--- config.mk ---
export PLATFORM = sky130hd
export DESIGN_NAME = i2c_target_stretch
export DESIGN_NICKNAME = d
export VERILOG_FILES = /design/src/rtl/i2c_target_stretch.sv
export SDC_FILE = /design/constraint.sdc
export NUM_CORES = 1
export LEC_CHECK = 0
export CAP_MARGIN = 30
export CELL_PAD_IN_SITES_DETAIL_PLACEMENT = 0
export CELL_PAD_IN_SITES_GLOBAL_PLACEMENT = 2
export CORE_MARGIN = 3
export CORE_UTILIZATION = 37
export DETAILED_ROUTE_END_ITERATION = 16
export DONT_BUFFER_PORTS = 1
export GPL_ROUTABILITY_DRIVEN = 0
export PLACE_DENSITY = 0.91
export SLEW_MARGIN = 20
export SYNTH_ARGS = -nofsm -noshare
export SYNTH_HDL_FRONTEND = slang
export SYNTH_SLANG_ARGS = --single-unit
--- constraint.sdc ---
create_clock -name clk -period 4.3 [get_ports clk]
set_input_delay 0.86 -clock clk [delete_from_list [all_inputs] [get_ports clk]]
set_output_delay 0.86 -clock clk [all_outputs]
set_load 0.02 [all_outputs]
--- src/rtl/i2c_target_stretch.sv ---
module i2c_target_stretch #(
  parameter int CW = 8
) (
  input  logic          clk,
  input  logic          rst_n,
  input  logic [6:0]    own_addr,
  input  logic          phy_addr_valid,
  input  logic [7:0]    phy_addr_byte,
  input  logic          phy_rx_valid,
  input  logic [7:0]    phy_rx_data,
  input  logic          phy_tx_req,
  input  logic          phy_stop,
  input  logic          phy_nack,
  output logic          ack_en,
  output logic          scl_hold,
  output logic          phy_tx_valid,
  output logic [7:0]    phy_tx_data,
  input  logic          rx_arm,
  input  logic [CW-1:0] rx_max,
  output logic          rx_wr,
  output logic [CW-1:0] rx_wr_idx,
  output logic [7:0]    rx_wr_data,
  output logic          rx_done,
  output logic [CW-1:0] rx_count,
  input  logic          tx_load,
  input  logic          tx_preamble,
  input  logic [CW-1:0] tx_len,
  input  logic [7:0]    tx_byte,
  output logic [CW-1:0] tx_rd_idx,
  input  logic [7:0]    tx_rd_data,
  output logic          tx_refused,
  output logic          tx_done,
  output logic [CW-1:0] tx_sent
);

  typedef enum logic [2:0] {S_IDLE, S_RX_ARMED, S_RX, S_TX_ARMED, S_TX} st_t;

  st_t           state_q;
  logic [CW-1:0] rx_lim_q, rx_cnt_q, tx_len_q, tx_cnt_q;
  logic          tx_pre_q;
  logic [7:0]    tx_byte_q;

  wire phy_evt  = phy_addr_valid | phy_rx_valid | phy_tx_req | phy_stop | phy_nack;
  wire addr_hit = phy_addr_valid && (phy_addr_byte[7:1] == own_addr);
  wire load_now = tx_load && !phy_evt && (state_q == S_TX_ARMED);

  wire [CW-1:0] cnt_base = load_now ? '0 : tx_cnt_q;
  wire          mode_pre = load_now ? tx_preamble : tx_pre_q;
  wire [CW-1:0] len_sel  = load_now ? tx_len : tx_len_q;
  wire          snd_have = mode_pre || (cnt_base < len_sel);
  wire [7:0]    snd_byte = mode_pre ? (load_now ? tx_byte : tx_byte_q) : tx_rd_data;

  assign tx_rd_idx = cnt_base;
  assign scl_hold  = (state_q == S_TX_ARMED);

  always_ff @(posedge clk) begin
    rx_wr        <= 1'b0;
    rx_done      <= 1'b0;
    phy_tx_valid <= 1'b0;
    tx_done      <= 1'b0;
    tx_refused   <= 1'b0;
    if (!rst_n) begin
      state_q     <= S_IDLE;
      ack_en      <= 1'b0;
      rx_lim_q    <= '0;
      rx_cnt_q    <= '0;
      tx_len_q    <= '0;
      tx_cnt_q    <= '0;
      tx_pre_q    <= 1'b0;
      tx_byte_q   <= '0;
      rx_wr_idx   <= '0;
      rx_wr_data  <= '0;
      rx_count    <= '0;
      phy_tx_data <= '0;
      tx_sent     <= '0;
    end else begin
      if (phy_stop) begin
        if (state_q != S_IDLE) begin
          state_q  <= S_RX_ARMED;
          ack_en   <= 1'b1;
          rx_done  <= 1'b1;
          rx_count <= rx_cnt_q;
          rx_cnt_q <= '0;
        end
      end else if (phy_nack) begin
        if (state_q == S_TX) begin
          state_q <= S_RX_ARMED;
          ack_en  <= 1'b1;
          tx_done <= 1'b1;
          tx_sent <= (tx_cnt_q == '0) ? '0 : tx_cnt_q - 1'b1;
        end
      end else if (addr_hit) begin
        if (!phy_addr_byte[0]) begin
          if (state_q == S_RX_ARMED) state_q <= S_RX;
        end else if (state_q == S_RX_ARMED || state_q == S_TX_ARMED) begin
          state_q <= S_TX_ARMED;
        end
      end else if (phy_rx_valid && state_q == S_RX) begin
        if (rx_cnt_q < rx_lim_q) begin
          rx_wr      <= 1'b1;
          rx_wr_idx  <= rx_cnt_q;
          rx_wr_data <= phy_rx_data;
          rx_cnt_q   <= rx_cnt_q + 1'b1;
        end else begin
          ack_en <= 1'b0;
        end
      end else if (phy_tx_req) begin
        if (state_q == S_RX) begin
          rx_done  <= 1'b1;
          rx_count <= rx_cnt_q;
          rx_cnt_q <= '0;
          ack_en   <= 1'b0;
          state_q  <= S_TX_ARMED;
        end else if (state_q == S_TX) begin
          if (snd_have) begin
            phy_tx_valid <= 1'b1;
            phy_tx_data  <= snd_byte;
            tx_cnt_q     <= tx_cnt_q + 1'b1;
          end else begin
            state_q <= S_TX_ARMED;
            tx_done <= 1'b1;
            tx_sent <= tx_cnt_q;
          end
        end
      end

      if (tx_load) begin
        if (phy_evt || state_q == S_RX) begin
          tx_refused <= 1'b1;
        end else begin
          tx_pre_q  <= tx_preamble;
          tx_len_q  <= tx_len;
          tx_byte_q <= tx_byte;
          if (load_now) begin
            if (snd_have) begin
              phy_tx_valid <= 1'b1;
              phy_tx_data  <= snd_byte;
              tx_cnt_q     <= 1;
              state_q      <= S_TX;
            end else begin
              tx_cnt_q <= '0;
              tx_done  <= 1'b1;
              tx_sent  <= '0;
            end
          end else begin
            tx_cnt_q <= '0;
            state_q  <= S_TX;
          end
        end
      end

      if (rx_arm && state_q != S_RX) begin
        rx_lim_q <= rx_max;
        rx_cnt_q <= '0;
        if (state_q == S_IDLE && !tx_load) begin
          state_q <= S_RX_ARMED;
          ack_en  <= 1'b1;
        end
      end
    end
  end

  AST_HOLD_CAUSE: assert property (@(posedge clk) disable iff (!rst_n)
    $rose(scl_hold) |-> $past(phy_tx_req || phy_addr_valid));

  AST_NO_OVERFLOW: assert property (@(posedge clk) disable iff (!rst_n)
    rx_wr |-> (rx_wr_idx < rx_lim_q));

  AST_TX_RELEASED: assert property (@(posedge clk) disable iff (!rst_n)
    phy_tx_valid |-> !scl_hold);

  AST_STOP_REARM: assert property (@(posedge clk) disable iff (!rst_n)
    $past(phy_stop && state_q != S_IDLE) |-> (ack_en && !scl_hold && rx_cnt_q == '0));

  AST_NACK_REARM: assert property (@(posedge clk) disable iff (!rst_n)
    $past(phy_nack && !phy_stop && state_q == S_TX) |-> (ack_en && tx_done));

endmodule

==> results by group, run 1 <==
Routing
  • Via count: 3912
  • DRT Pass-1 Iters: 4
  • DR WL/cell: 17.5 um
  • ANT nets after route: 0
  • Routed WL: 12.4 mm
  • DRT iter0 DRCs: 171
  • Drt via density: 5.51
  • Drt drc: 0

Floorplan
  • Die ar.: 14300 um^2
  • Die X: 120 um
  • Starting Density: 38.9%
  • # IOs: 120
  • Site Rows: 40
  • Core area: 12300 um^2
  • Chip Height: 120 um

Critical path
  • Crit. End Element: flop
  • Crit path top cell by count: a221oi_2
  • CP max stage delay: 510 ps
  • Worst Path Buf+Inv: 1
  • Critical Path RT: 4560 ps
  • Worst Setup Path Type: reg2reg
  • WP data arrival: 3730 ps
  • CP cell instances: and3b_2 -> nand4_4 -> and2_1 -> ha_1 -> a21oi_1 -> mux2i_1 -> a221oi_2 -> buf_4 -> or2_1 -> a31oi_1 -> a221oi_2
  • Slowest-stage cell, CP: dfxtp_1
  • CP Launch Type: flop
  • CP delay by family, top: simple AND/OR/NAND/NOR gates
  • Crit Path Max Fanout: 24

Logic synthesis
  • Synth async-reset ratio: 0%
  • Post-synthesis sequential area ratio: 37.6%
  • Number of flops mapped to enable cells by yosys: 0
  • Synth cell types: 61
  • Post-Syn Area per Cell: 8.75 um^2
  • Synth Cell Area: 4790 um^2
  • Yosys warns: 0
  • Synth Register Bits: 90
  • Mapped Nets: 630
  • Ys flop type: dfxtp_1
  • Gate Count Post-Synth: 547

CTS
  • CTS tree: yes
  • H-tree lvl count: 3
  • CTS Hold Bufs: 0
  • Clk pin slew, worst setup/hold paths: 60 ps
  • CTS Buf Count: 9
  • Post-CTS resize count: 0
  • Clk Latency, worst-skew pair: 340 ps
  • Clock root buffer: clkbuf_16
  • Max Buffers Root-to-Sink: 2
  • CTS sink cnt: 90
  • Setup Buffers After CTS: 0

Finish
  • Area grow syn2layout: 10.2%
  • Share of layout cells above drive strength 1: 8.12%
  • Fin cells: 710
  • Post-route cell area: 5280 um^2
  • Layout fillers: 1273
  • Nets@finish: 620
  • Antenna cells: 0

Power and ir drop
  • Leak: 1.92 nW
  • Switch share: 21.0%
  • Pwr Total: 1.82 mW
  • Seq pwr share: 46.9%
  • P per Cell Area: 345 nW/um^2
  • Cell internal pwr: 1.44 mW
  • Net Switching: 0.382 mW
  • Max rail drop VDD: 0.171 mV
  • Comb power frac: 4.7%
  • Clock share of power: 48.3%

Hold path
  • HP Class: reg2reg

Place
  • Post-detail-place hpwl: 9.08 mm
  • Post-DP Area: 4940 um^2
  • Port buffer count: 0
  • Inst Count DP: 694

Timing
  • RSZ-0062 raised after global routing: false
  • Final Cycle Share: 80.9%
  • Slew @ Worst Pin: 855 ps
  • Final number of hold-violating endpoints: 0
  • Post-layout min period: 3480 ps
  • Pins Over Slew Limit: 0
  • Final setup viols: 0
  • Setup TNS: 0 ps
  • Clk_skew: 5.51 ps
  • Highest clock rate: 0.287 GHz
  • Max_slew headroom: 42.4%

Status
  • Status: finished, final reports clean

Global routing
  • First-pass GRT wire length: 19.9 mm
  • Initial antenna violation count: 0
  • Largest net degree at the start of global routing: 80
  • Overflow after GRT: 0
  • Vias in the first global route: 3826
  • GR Util All Layers: 17.1%

Run
  • MaxCap Viol Count: 0
## worst register-to-register path, delay by kind of cell, from the launching register on
kind / cells / cell delay [ps]
AND/OR/NAND/NOR: 4 / 1460
AO/OA/AOI/OAI: 4 / 800
flip-flops: 1 / 510
adder cells (fa/ha/maj): 1 / 310
buffers and inverters: 1 / 220
multiplexers: 1 / 100
## cells in the mapped netlist, types with 3 or more instances
cell type / number / area share, %
nor2b_1: 25 / 3.3
a31oi_1: 10 / 1.3
and3_1: 7 / 0.91
nor4_1: 3 / 0.39
a21o_1: 4 / 0.63
dfxtp_1: 90 / 38
o211ai_1: 13 / 2.0
a22oi_1: 3 / 0.47
nor3b_1: 3 / 0.47
buf_2: 6 / 0.63
nand4_1: 6 / 0.78
xor2_1: 12 / 2.2
ha_1: 18 / 4.7
o22ai_1: 4 / 0.52
a21boi_0: 25 / 3.9
o21ai_0: 13 / 1.4
clkbuf_1: 18 / 1.4
buf_4: 4 / 0.63
or3_1: 8 / 1.0
o22a_1: 8 / 1.5
o21bai_1: 3 / 0.47
xnor2_1: 5 / 0.91
nor2_1: 30 / 2.4
inv_1: 15 / 1.2
nor3_1: 4 / 0.42
nand3_1: 22 / 2.3
a21oi_1: 21 / 2.2
nand2b_1: 5 / 0.65
mux2i_1: 42 / 8.8
nand2_1: 71 / 5.6
and2_1: 11 / 1.4
## worst paths after layout
kind,startpoint,endpoint,slack (ps),cells after the start
worst max-delay path,state_q[0],tx_sent[7],820,11
worst min-delay path,tx_len_q[7],tx_len_q[7],460,2
worst max register to register,state_q[0],tx_sent[7],820,11
worst min register to register,tx_len_q[7],tx_len_q[7],460,2
## metrics by stage
step	hold slack (ps)	util, %	worst slack [ps]
2_1_floorplan	443	-	693
3_3_place_gp	449	40.0	562
3_5_place_dp	455	40.1	457
4_1_cts	464	42.9	826
5_1_grt	485	42.9	592
6_report	463	42.9	821
## cells in the final DEF (no fill, tap or decap), types with 4 or more instances in the layout
cell / synthesis / layout
a21oi_1: 21 / 21
dfxtp_1: 90 / 90
o22a_1: 8 / 8
inv_1: 15 / 15
o211ai_1: 13 / 13
a31oi_1: 10 / 10
nor3_1: 4 / 4
or3_1: 8 / 8
nor2_1: 30 / 30
o21ai_0: 13 / 13
nand2b_1: 5 / 5
ha_1: 18 / 18
and2_1: 11 / 11
nand4_1: 6 / 6
clkbuf_16: 0 / 9
nand3_1: 22 / 22
xor2_1: 12 / 12
o22ai_1: 4 / 4
nor2b_1: 25 / 25
nand2_1: 71 / 71
mux2i_1: 42 / 42
a21boi_0: 25 / 25
a21o_1: 4 / 4
xnor2_1: 5 / 5
and3_1: 7 / 7
buf_4: 4 / 9
## logic make-up after synthesis
group,after synthesis,share of synthesized area [%]
AND/OR/NAND/NOR,210,22.5
flip-flops,90,37.6
adder cells (fa/ha/maj),18,4.70
XOR/XNOR,17,3.11
AO/OA/AOI/OAI,123,18.6
buffers and inverters,46,4.42
multiplexers,43,9.02
## registers in the layout (all words and copies together), names as in the netlist, 8 cells and up
register	flops
rx_count	8
phy_tx_data	8
tx_sent	8
rx_wr_data	8
rx_wr_idx	8
tx_len_q	8
rx_lim_q	8
rx_cnt_q	8
tx_cnt_q	8
tx_byte_q	8
## power by group through the flow
stage	registers, mW	clock network [mW]	logic [mW]
after floorplan	0.868	0	0.0819
after global routing	0.855	0.943	0.0959
final	0.854	0.879	0.0857
after detailed placement	0.873	0	0.0858
after CTS	0.854	0.905	0.0864
after global placement	0.873	0	0.0854
## routing by layer
metal | track usage (%) | routed length [um] | vias to the layer above | part of all wire [%]
li1 | - | - | 1921 | -
met1 | 21.9 | 5540 | 1836 | 45
met2 | 26.3 | 5410 | 138 | 44
met3 | 6.79 | 1240 | 17 | 10
met4 | 6.08 | 228 | 0 | 1.8
met5 | 0 | 0 | - | 0
## cell type report
cell class	count	area, um^2	share of cell area [%]
Inverter	15	56.3	1.07
Timing Repair Buffer	10	82.6	1.57
Multi-Input combinational cell	411	2790	52.8
Clock inverter	4	72.6	1.38
Sequential cell	90	1800	34.1
Clock buffer	12	267	5.05
Tap cell	168	210	3.98
Power figures use the tool's default switching activity.
==> inputs of run 2 (changes only) <==
--- a/config.mk
+++ b/config.mk
@@ -9,11 +9,11 @@
 export CELL_PAD_IN_SITES_DETAIL_PLACEMENT = 0
 export CELL_PAD_IN_SITES_GLOBAL_PLACEMENT = 2
 export CORE_MARGIN = 3
-export CORE_UTILIZATION = 37
+export CORE_UTILIZATION = 34
 export DETAILED_ROUTE_END_ITERATION = 16
 export DONT_BUFFER_PORTS = 1
 export GPL_ROUTABILITY_DRIVEN = 0
-export PLACE_DENSITY = 0.91
+export PLACE_DENSITY = 0.88
 export SLEW_MARGIN = 20
 export SYNTH_ARGS = -nofsm -noshare
 export SYNTH_HDL_FRONTEND = slang
==> constraint.sdc (replaced) <==
create_clock -name clk -period 3 [get_ports clk]
set_input_delay 0.6 -clock clk [delete_from_list [all_inputs] [get_ports clk]]
set_output_delay 0.6 -clock clk [all_outputs]
set_load 0.02 [all_outputs]
==> run 2 against run 1 <==
First-iteration DRC count up 11%. Global-route usage decreased by 0.31 points. Non-clock buffer count rose by 29. Core utilization is 1.6 points lower. Setup slack worse by 680 ps. Critical path depth down 2. Via count grew 2.5%. Sequential power rose by 43%. Combinational power up 65%. Register-to-register slack worse by 680 ps. Hold slack got worse by 120 ps. Fmax increased by 22%. Critical path type unchanged. Critical endpoint is now rx_wr_data[3]. Largest cell class unchanged. Largest power group is now registers. Highest routed layer unchanged.
==> results by group, run 2 (same netlist as run 1, synthesis figures left out) <==
Global routing
  • First-pass GRT wire length: 21.1 mm (was 19.9 mm)
  • GR Util All Layers: 16.8% (was 17.1%)
  • Vias in the first global route: 3969 (was 3826)
  • Overflow after GRT: 0 (unchanged)
  • Largest net degree at the start of global routing: 80 (unchanged)
  • Initial antenna violation count: 0 (unchanged)

Timing
  • Setup TNS: 0 ps (unchanged)
  • Final Cycle Share: 95.2% (was 80.9%)
  • Clk_skew: 9.60 ps (was 5.51 ps)
  • Final number of hold-violating endpoints: 0 (unchanged)
  • Pins Over Slew Limit: 0 (unchanged)
  • Slew @ Worst Pin: 713 ps (was 855 ps)
  • Final setup viols: 0 (unchanged)
  • Post-layout min period: 2860 ps (was 3480 ps)
  • Highest clock rate: 0.350 GHz (was 0.287 GHz)
  • Worst hold slack: 348 ps (was 463 ps)
  • Max_slew headroom: 52.3% (was 42.4%)

Critical path
  • CP Launch Type: flop (unchanged)
  • Crit Path Max Fanout: 9 (was 24)
  • Slowest-stage cell, CP: a211oi_4 (was dfxtp_1)
  • Crit. End Element: flop (unchanged)
  • WP data arrival: 3090 ps (was 3730 ps)
  • Worst Setup Path Type: reg2reg (unchanged)
  • CP max stage delay: 700 ps (was 510 ps)
  • Critical Path RT: 3230 ps (was 4560 ps)
  • Worst Path Buf+Inv: 2 (was 1)
  • CP cell instances: inv_1 -> ha_1 -> a2111o_1 -> a31oi_1 -> o21ai_0 -> a211oi_4 -> buf_6 -> mux2i_1 -> nor2b_1 (was and3b_2 -> nand4_4 -> and2_1 -> ha_1 -> a21oi_1 -> mux2i_1 -> a221oi_2 -> buf_4 -> or2_1 -> a31oi_1 -> a221oi_2)
  • CP delay by family, top: compound AO/OA/AOI/OAI gates (was simple AND/OR/NAND/NOR gates)

Power and ir drop
  • P per Cell Area: 446 nW/um^2 (was 345 nW/um^2)
  • Comb power frac: 5.7% (was 4.7%)
  • Pwr Total: 2.49 mW (was 1.82 mW)
  • Net Switching: 0.547 mW (was 0.382 mW)
  • Max rail drop VDD: 0.282 mV (was 0.171 mV)
  • Seq pwr share: 49.1% (was 46.9%)
  • Clock share of power: 45.2% (was 48.3%)
  • Switch share: 22.0% (was 21.0%)
  • Leak: 2.05 nW (was 1.92 nW)
  • Cell internal pwr: 1.94 mW (was 1.44 mW)

Finish
  • Antenna cells: 0 (unchanged)
  • Share of layout cells above drive strength 1: 15.1% (was 8.12%)
  • Area grow syn2layout: 16.5% (was 10.2%)
  • Commonest non-fill, non-tap cell in the layout: dfxtp_1 (unchanged)
  • Nets@finish: 649 (was 620)
  • Fin cells: 746 (was 710)
  • Most frequent cells in the layout: dfxtp_1, nand2_1, mux2i_1 (unchanged)

Routing
  • Drt via density: 5.38 (was 5.51)
  • Via count: 4011 (was 3912)
  • DRT Pass-1 Iters: 4 (unchanged)
  • ANT nets after route: 0 (unchanged)
  • Routed WL: 13.2 mm (was 12.4 mm)
  • DRT iter0 DRCs: 190 (was 171)
  • DR WL/cell: 17.7 um (was 17.5 um)
  • Drt drc: 0 (unchanged)

CTS
  • CTS sink cnt: 90 (unchanged)
  • Clk Latency, worst-skew pair: 350 ps (was 340 ps)
  • Clock root buffer: clkbuf_16 (unchanged)
  • H-tree lvl count: 3 (unchanged)
  • CTS Hold Bufs: 0 (unchanged)
  • Post-CTS resize count: 0 (unchanged)
  • CTS Buf Count: 9 (unchanged)
  • Clk pin slew, worst setup/hold paths: 60 ps (about the same)
  • CTS tree: yes (unchanged)
  • Setup Buffers After CTS: 0 (unchanged)
  • Max Buffers Root-to-Sink: 2 (unchanged)

Floorplan
  • Die ar.: 15500 um^2 (was 14300 um^2)
  • Die X: 125 um (was 120 um)
  • Core area: 13500 um^2 (was 12300 um^2)
  • # IOs: 120 (unchanged)
  • Site Rows: 42 (was 40)
  • Chip Height: 125 um (was 120 um)
  • Starting Density: 35.4% (was 38.9%)

Place
  • Inst Count DP: 731 (was 694)
  • Port buffer count: 0 (unchanged)
  • Post-detail-place hpwl: 9.81 mm (was 9.08 mm)

Run
  • MaxCap Viol Count: 0 (unchanged)

Hold path
  • HP Class: in2reg (was reg2reg)

Status
  • Status: finished, final reports clean (unchanged)
run 2: cell count changes in the layout (fill, tap and decap cells not counted), moves of 2 or more:
cell,delta
buf_12,+2
ha_1,-5
a21oi_2,+2
a21oi_1,-2
and2_4,+7
ha_4,+5
mux2i_1,-2
clkbuf_1,+3
mux2i_2,+2
clkbuf_8,-2
buf_4,+27
and2_1,-7
run 2: worst reg2reg max path, cell delays in order, from the launching register on:
cell,delay [ps]
dfxtp_1,330
inv_1,50
ha_1,330
a2111o_1,440
a31oi_1,170
o21ai_0,240
a211oi_4,700
buf_6,250
mux2i_1,200
nor2b_1,60
run 2: through the flow:
step | cell area, um^2 | worst slack (ps) | utilization [%]
final | 5580 | 143 | 41.3
after global routing | 5580 | -0.136 | 41.3
after CTS | 5570 | 155 | 41.2
after detailed placement | 5280 | -87.4 | 39.1
after global placement | 5270 | 19.9 | 39.0
after floorplan | 4900 | 17.7 | -
run 2: path summary, 6_finish.rpt:
check                       end  slack, ps        start  cells after the start
setup / recovery  rx_wr_data[3]        140  rx_lim_q[5]                      9
hold reg to reg     rx_lim_q[5]        470  rx_lim_q[5]                      2
setup reg to reg  rx_wr_data[3]        140  rx_lim_q[5]                      9
hold / removal       tx_sent[7]        350     phy_stop                      1
run 2: cell type report:
| class | instances | area (um^2) |
|---|---|---|
| clock inverters | 2 | 37.5 |
| well taps | 176 | 220 |
| inverters | 15 | 56.3 |
| fillers | 1333 | 7930 |
| multi-input cells | 411 | 2890 |
| flip-flops and latches | 90 | 1800 |
| repair buffers | 39 | 322 |
| clock buffers | 13 | 250 |
run 2: power groups by stage:
stage          registers, mW  clock network, mW  logic [mW]
2_1_floorplan           1.24                  0       0.119
3_5_place_dp            1.25                  0       0.142
5_1_grt                 1.22               1.21       0.159
4_1_cts                 1.22               1.16       0.143
3_3_place_gp            1.25                  0       0.139
6_report                1.22               1.12       0.141
run 2: metal layers:
| metal | wire length, um | track usage (%) | vias up |
|---|---|---|---|
| met5 | 0 | 0 | - |
| met4 | 186 | 6.00 | 0 |
| met3 | 1120 | 5.70 | 13 |
| met2 | 5750 | 25.3 | 136 |
| met1 | 6180 | 22.5 | 1883 |
| li1 | - | - | 1979 |
==> inputs of run 3 (changes only) <==
--- a/config.mk
+++ b/config.mk
@@ -9,11 +9,11 @@
 export CELL_PAD_IN_SITES_DETAIL_PLACEMENT = 0
 export CELL_PAD_IN_SITES_GLOBAL_PLACEMENT = 2
 export CORE_MARGIN = 3
-export CORE_UTILIZATION = 34
+export CORE_UTILIZATION = 40
 export DETAILED_ROUTE_END_ITERATION = 16
 export DONT_BUFFER_PORTS = 1
 export GPL_ROUTABILITY_DRIVEN = 0
-export PLACE_DENSITY = 0.88
+export PLACE_DENSITY = 0.95
 export SLEW_MARGIN = 20
 export SYNTH_ARGS = -nofsm -noshare
 export SYNTH_HDL_FRONTEND = slang
==> constraint.sdc (replaced) <==
create_clock -name clk -period 3.3 [get_ports clk]
set_input_delay 0.66 -clock clk [delete_from_list [all_inputs] [get_ports clk]]
set_output_delay 0.66 -clock clk [all_outputs]
set_load 0.02 [all_outputs]
==> run 3 against run 2 <==
Combinational power down 16%. Final cell count down 6.4%. First-iteration DRC count up 71%. Critical endpoint is now tx_sent[7].
==> results by group, run 3 (same netlist as run 1, synthesis figures left out) <==
Finish
  • Nets@finish: 633 (was 649)
  • Commonest non-fill, non-tap cell in the layout: dfxtp_1 (unchanged)
  • Antenna cells: 0 (unchanged)
  • Share of layout cells above drive strength 1: 10.1% (was 15.1%)
  • Most frequent cells in the layout: dfxtp_1, nand2_1, mux2i_1 (unchanged)
  • Area grow syn2layout: 10.7% (was 16.5%)

Timing
  • Clk_skew: 7.68 ps (was 9.60 ps)
  • Slew @ Worst Pin: 753 ps (was 713 ps)
  • Final number of hold-violating endpoints: 0 (unchanged)
  • Post-layout min period: 2970 ps
  • Final Cycle Share: 89.9%
  • Final WS setup: 332 ps (was 143 ps)
  • RSZ-0062 raised after global routing: false
  • Worst hold slack: 412 ps (was 348 ps)
  • Final setup viols: 0 (unchanged)
  • Highest clock rate: 0.337 GHz
  • Max_slew headroom: 49.3% (was 52.3%)
  • Pins Over Slew Limit: 0 (unchanged)

Routing
  • ANT nets after route: 0 (unchanged)
  • Routed WL: 12.2 mm (was 13.2 mm)
  • DR top layer: met4 (unchanged)
  • WL met3: 1.09 mm (was 1.12 mm)
  • DR WL met2: 5.38 mm (was 5.75 mm)
  • Via count: 3949 (was 4011)
  • DRT iter0 DRCs: 324 (was 190)
  • Drt via density: 5.66 (was 5.38)
  • Drt drc: 0 (unchanged)
  • DRT Pass-1 Iters: 4 (unchanged)
  • DR WL/cell: 17.5 um (was 17.7 um)
  • Wire length on met1: 5.51 mm (was 6.18 mm)

Power and ir drop
  • P per Cell Area: 428 nW/um^2 (was 446 nW/um^2)
  • Switch share: 23.0% (was 22.0%)
  • Cell internal pwr: 1.75 mW (was 1.94 mW)
  • Net Switching: 0.521 mW (was 0.547 mW)
  • Clock share of power: 45.8% (was 45.2%)
  • Comb power frac: 5.3% (was 5.7%)
  • Max rail drop VDD: 0.275 mV (was 0.282 mV)
  • Seq pwr share: 48.9% (was 49.1%)
  • Leak: 1.96 nW (was 2.05 nW)
  • Pwr Total: 2.27 mW (was 2.49 mW)

Floorplan
  • # IOs: 120 (unchanged)
  • Core area: 11600 um^2 (was 13500 um^2)
  • Starting Density: 41.4% (was 35.4%)
  • Die ar.: 13300 um^2 (was 15500 um^2)
  • Site Rows: 39 (was 42)
  • Chip Height: 115 um (was 125 um)
  • Die X: 115 um (was 125 um)

CTS
  • Clk pin slew, worst setup/hold paths: 70 ps (was 60 ps)
  • Post-CTS resize count: 0 (unchanged)
  • H-tree lvl count: 3 (unchanged)
  • Clk Latency, worst-skew pair: 340 ps (was 350 ps)
  • Clock root buffer: clkbuf_16 (unchanged)
  • CTS tree: yes (unchanged)
  • Max Buffers Root-to-Sink: 2 (unchanged)
  • Setup Buffers After CTS: 0 (unchanged)
  • CTS Buf Count: 9 (unchanged)
  • CTS Hold Bufs: 0 (unchanged)
  • CTS sink cnt: 90 (unchanged)

Global routing
  • Vias in the first global route: 3927 (was 3969)
  • First-pass GRT wire length: 19.7 mm (was 21.1 mm)
  • GR Util All Layers: 18.6% (was 16.8%)
  • Initial antenna violation count: 0 (unchanged)
  • Largest net degree at the start of global routing: 80 (unchanged)
  • Overflow after GRT: 0 (unchanged)

Critical path
  • Worst Setup Path Type: in2reg (was reg2reg)
  • Crit Path Max Fanout: 11 (was 9)
  • Worst R2R Start: state_q[2] (was rx_lim_q[5])
  • Critical Path RT: 3550 ps (was 3230 ps)
  • R2R depth: 12 (was 9)
  • CP Launch Type: input port (was flop)
  • Worst setup path start: phy_rx_valid (was rx_lim_q[5])
  • Crit. End Element: flop (unchanged)
  • WP data arrival: 3220 ps (was 3090 ps)

Run
  • MaxCap Viol Count: 0 (unchanged)

Hold path
  • HP Class: in2reg (unchanged)
  • HP Start: phy_stop (unchanged)
  • WHS Path Cells: 1 (unchanged)

Place
  • Pre-CTS setup slack: -37.5 ps (was -87.4 ps)
  • Post-detail-place hpwl: 8.93 mm (was 9.81 mm)
  • Port buffer count: 0 (unchanged)

Status
  • Status: finished, final reports clean (unchanged)
==> run 3: changes by cell type in the layout (fill, tap and decap cells not counted), sizes merged <==
cell | before | now
buf | 39 | 23
clkbuf | 13 | 11
clkinv | 0 | 2
inv | 15 | 16
==> run 3: critical path: stages <==
cell      delay (ps)
nor3_4           230
nand4_4          240
buf_4            250
mux2i_1          120
ha_1             300
a21oi_1          190
o21bai_1         100
a221oi_2         180
buf_4            220
or2_1            320
a31oi_1          150
a221oi_2         240
==> run 3: power by group through the flow <==
stage / Combinational [mW] / Clock (mW) / Sequential (mW)
4_1_cts: 0.120 / 1.07 / 1.11
3_3_place_gp: 0.117 / 0 / 1.13
2_1_floorplan: 0.107 / 0 / 1.13
6_report: 0.119 / 1.04 / 1.11
3_5_place_dp: 0.119 / 0 / 1.13
5_1_grt: 0.134 / 1.11 / 1.11
==> run 3: per-layer routing <==
| metal | up-vias | global-route usage [%] |
|---|---|---|
| met5 | - | 0 |
| met4 | 0 | 7.67 |
| met3 | 18 | 6.21 |
| met2 | 147 | 28.0 |
| met1 | 1844 | 24.3 |
| li1 | 1940 | - |
==> run 3: path summary, 6_finish.rpt <==
check	end	slack, ps
worst max register to register	tx_sent[7]	350
worst min-delay path	tx_sent[7]	410
worst min register to register	tx_len_q[7]	470
worst max-delay path	tx_sent[7]	330
==> run 3: through the flow <==
stage | instances | TNS [ps] | util (%) | area [um^2]
after detailed placement | 682 | -153 | 43.3 | 5000
after CTS | 698 | 0 | 45.8 | 5300
final | 698 | 0 | 45.8 | 5300
after global placement | 682 | 0 | 43.3 | 5000
after floorplan | 547 | 0 | - | 4800
after global routing | 698 | 0 | 45.8 | 5300
==> run 3: area by class of cell <==
| type | instances | area [um^2] |
|---|---|---|
| clock buffer | 11 | 233 |
| clock inverter | 5 | 63.8 |
| fill | 1116 | 6260 |
| inverter | 15 | 56.3 |
| multi-input combinational | 411 | 2800 |
| sequential | 90 | 1800 |
| tap | 143 | 179 |
| timing repair buffer | 23 | 173 |
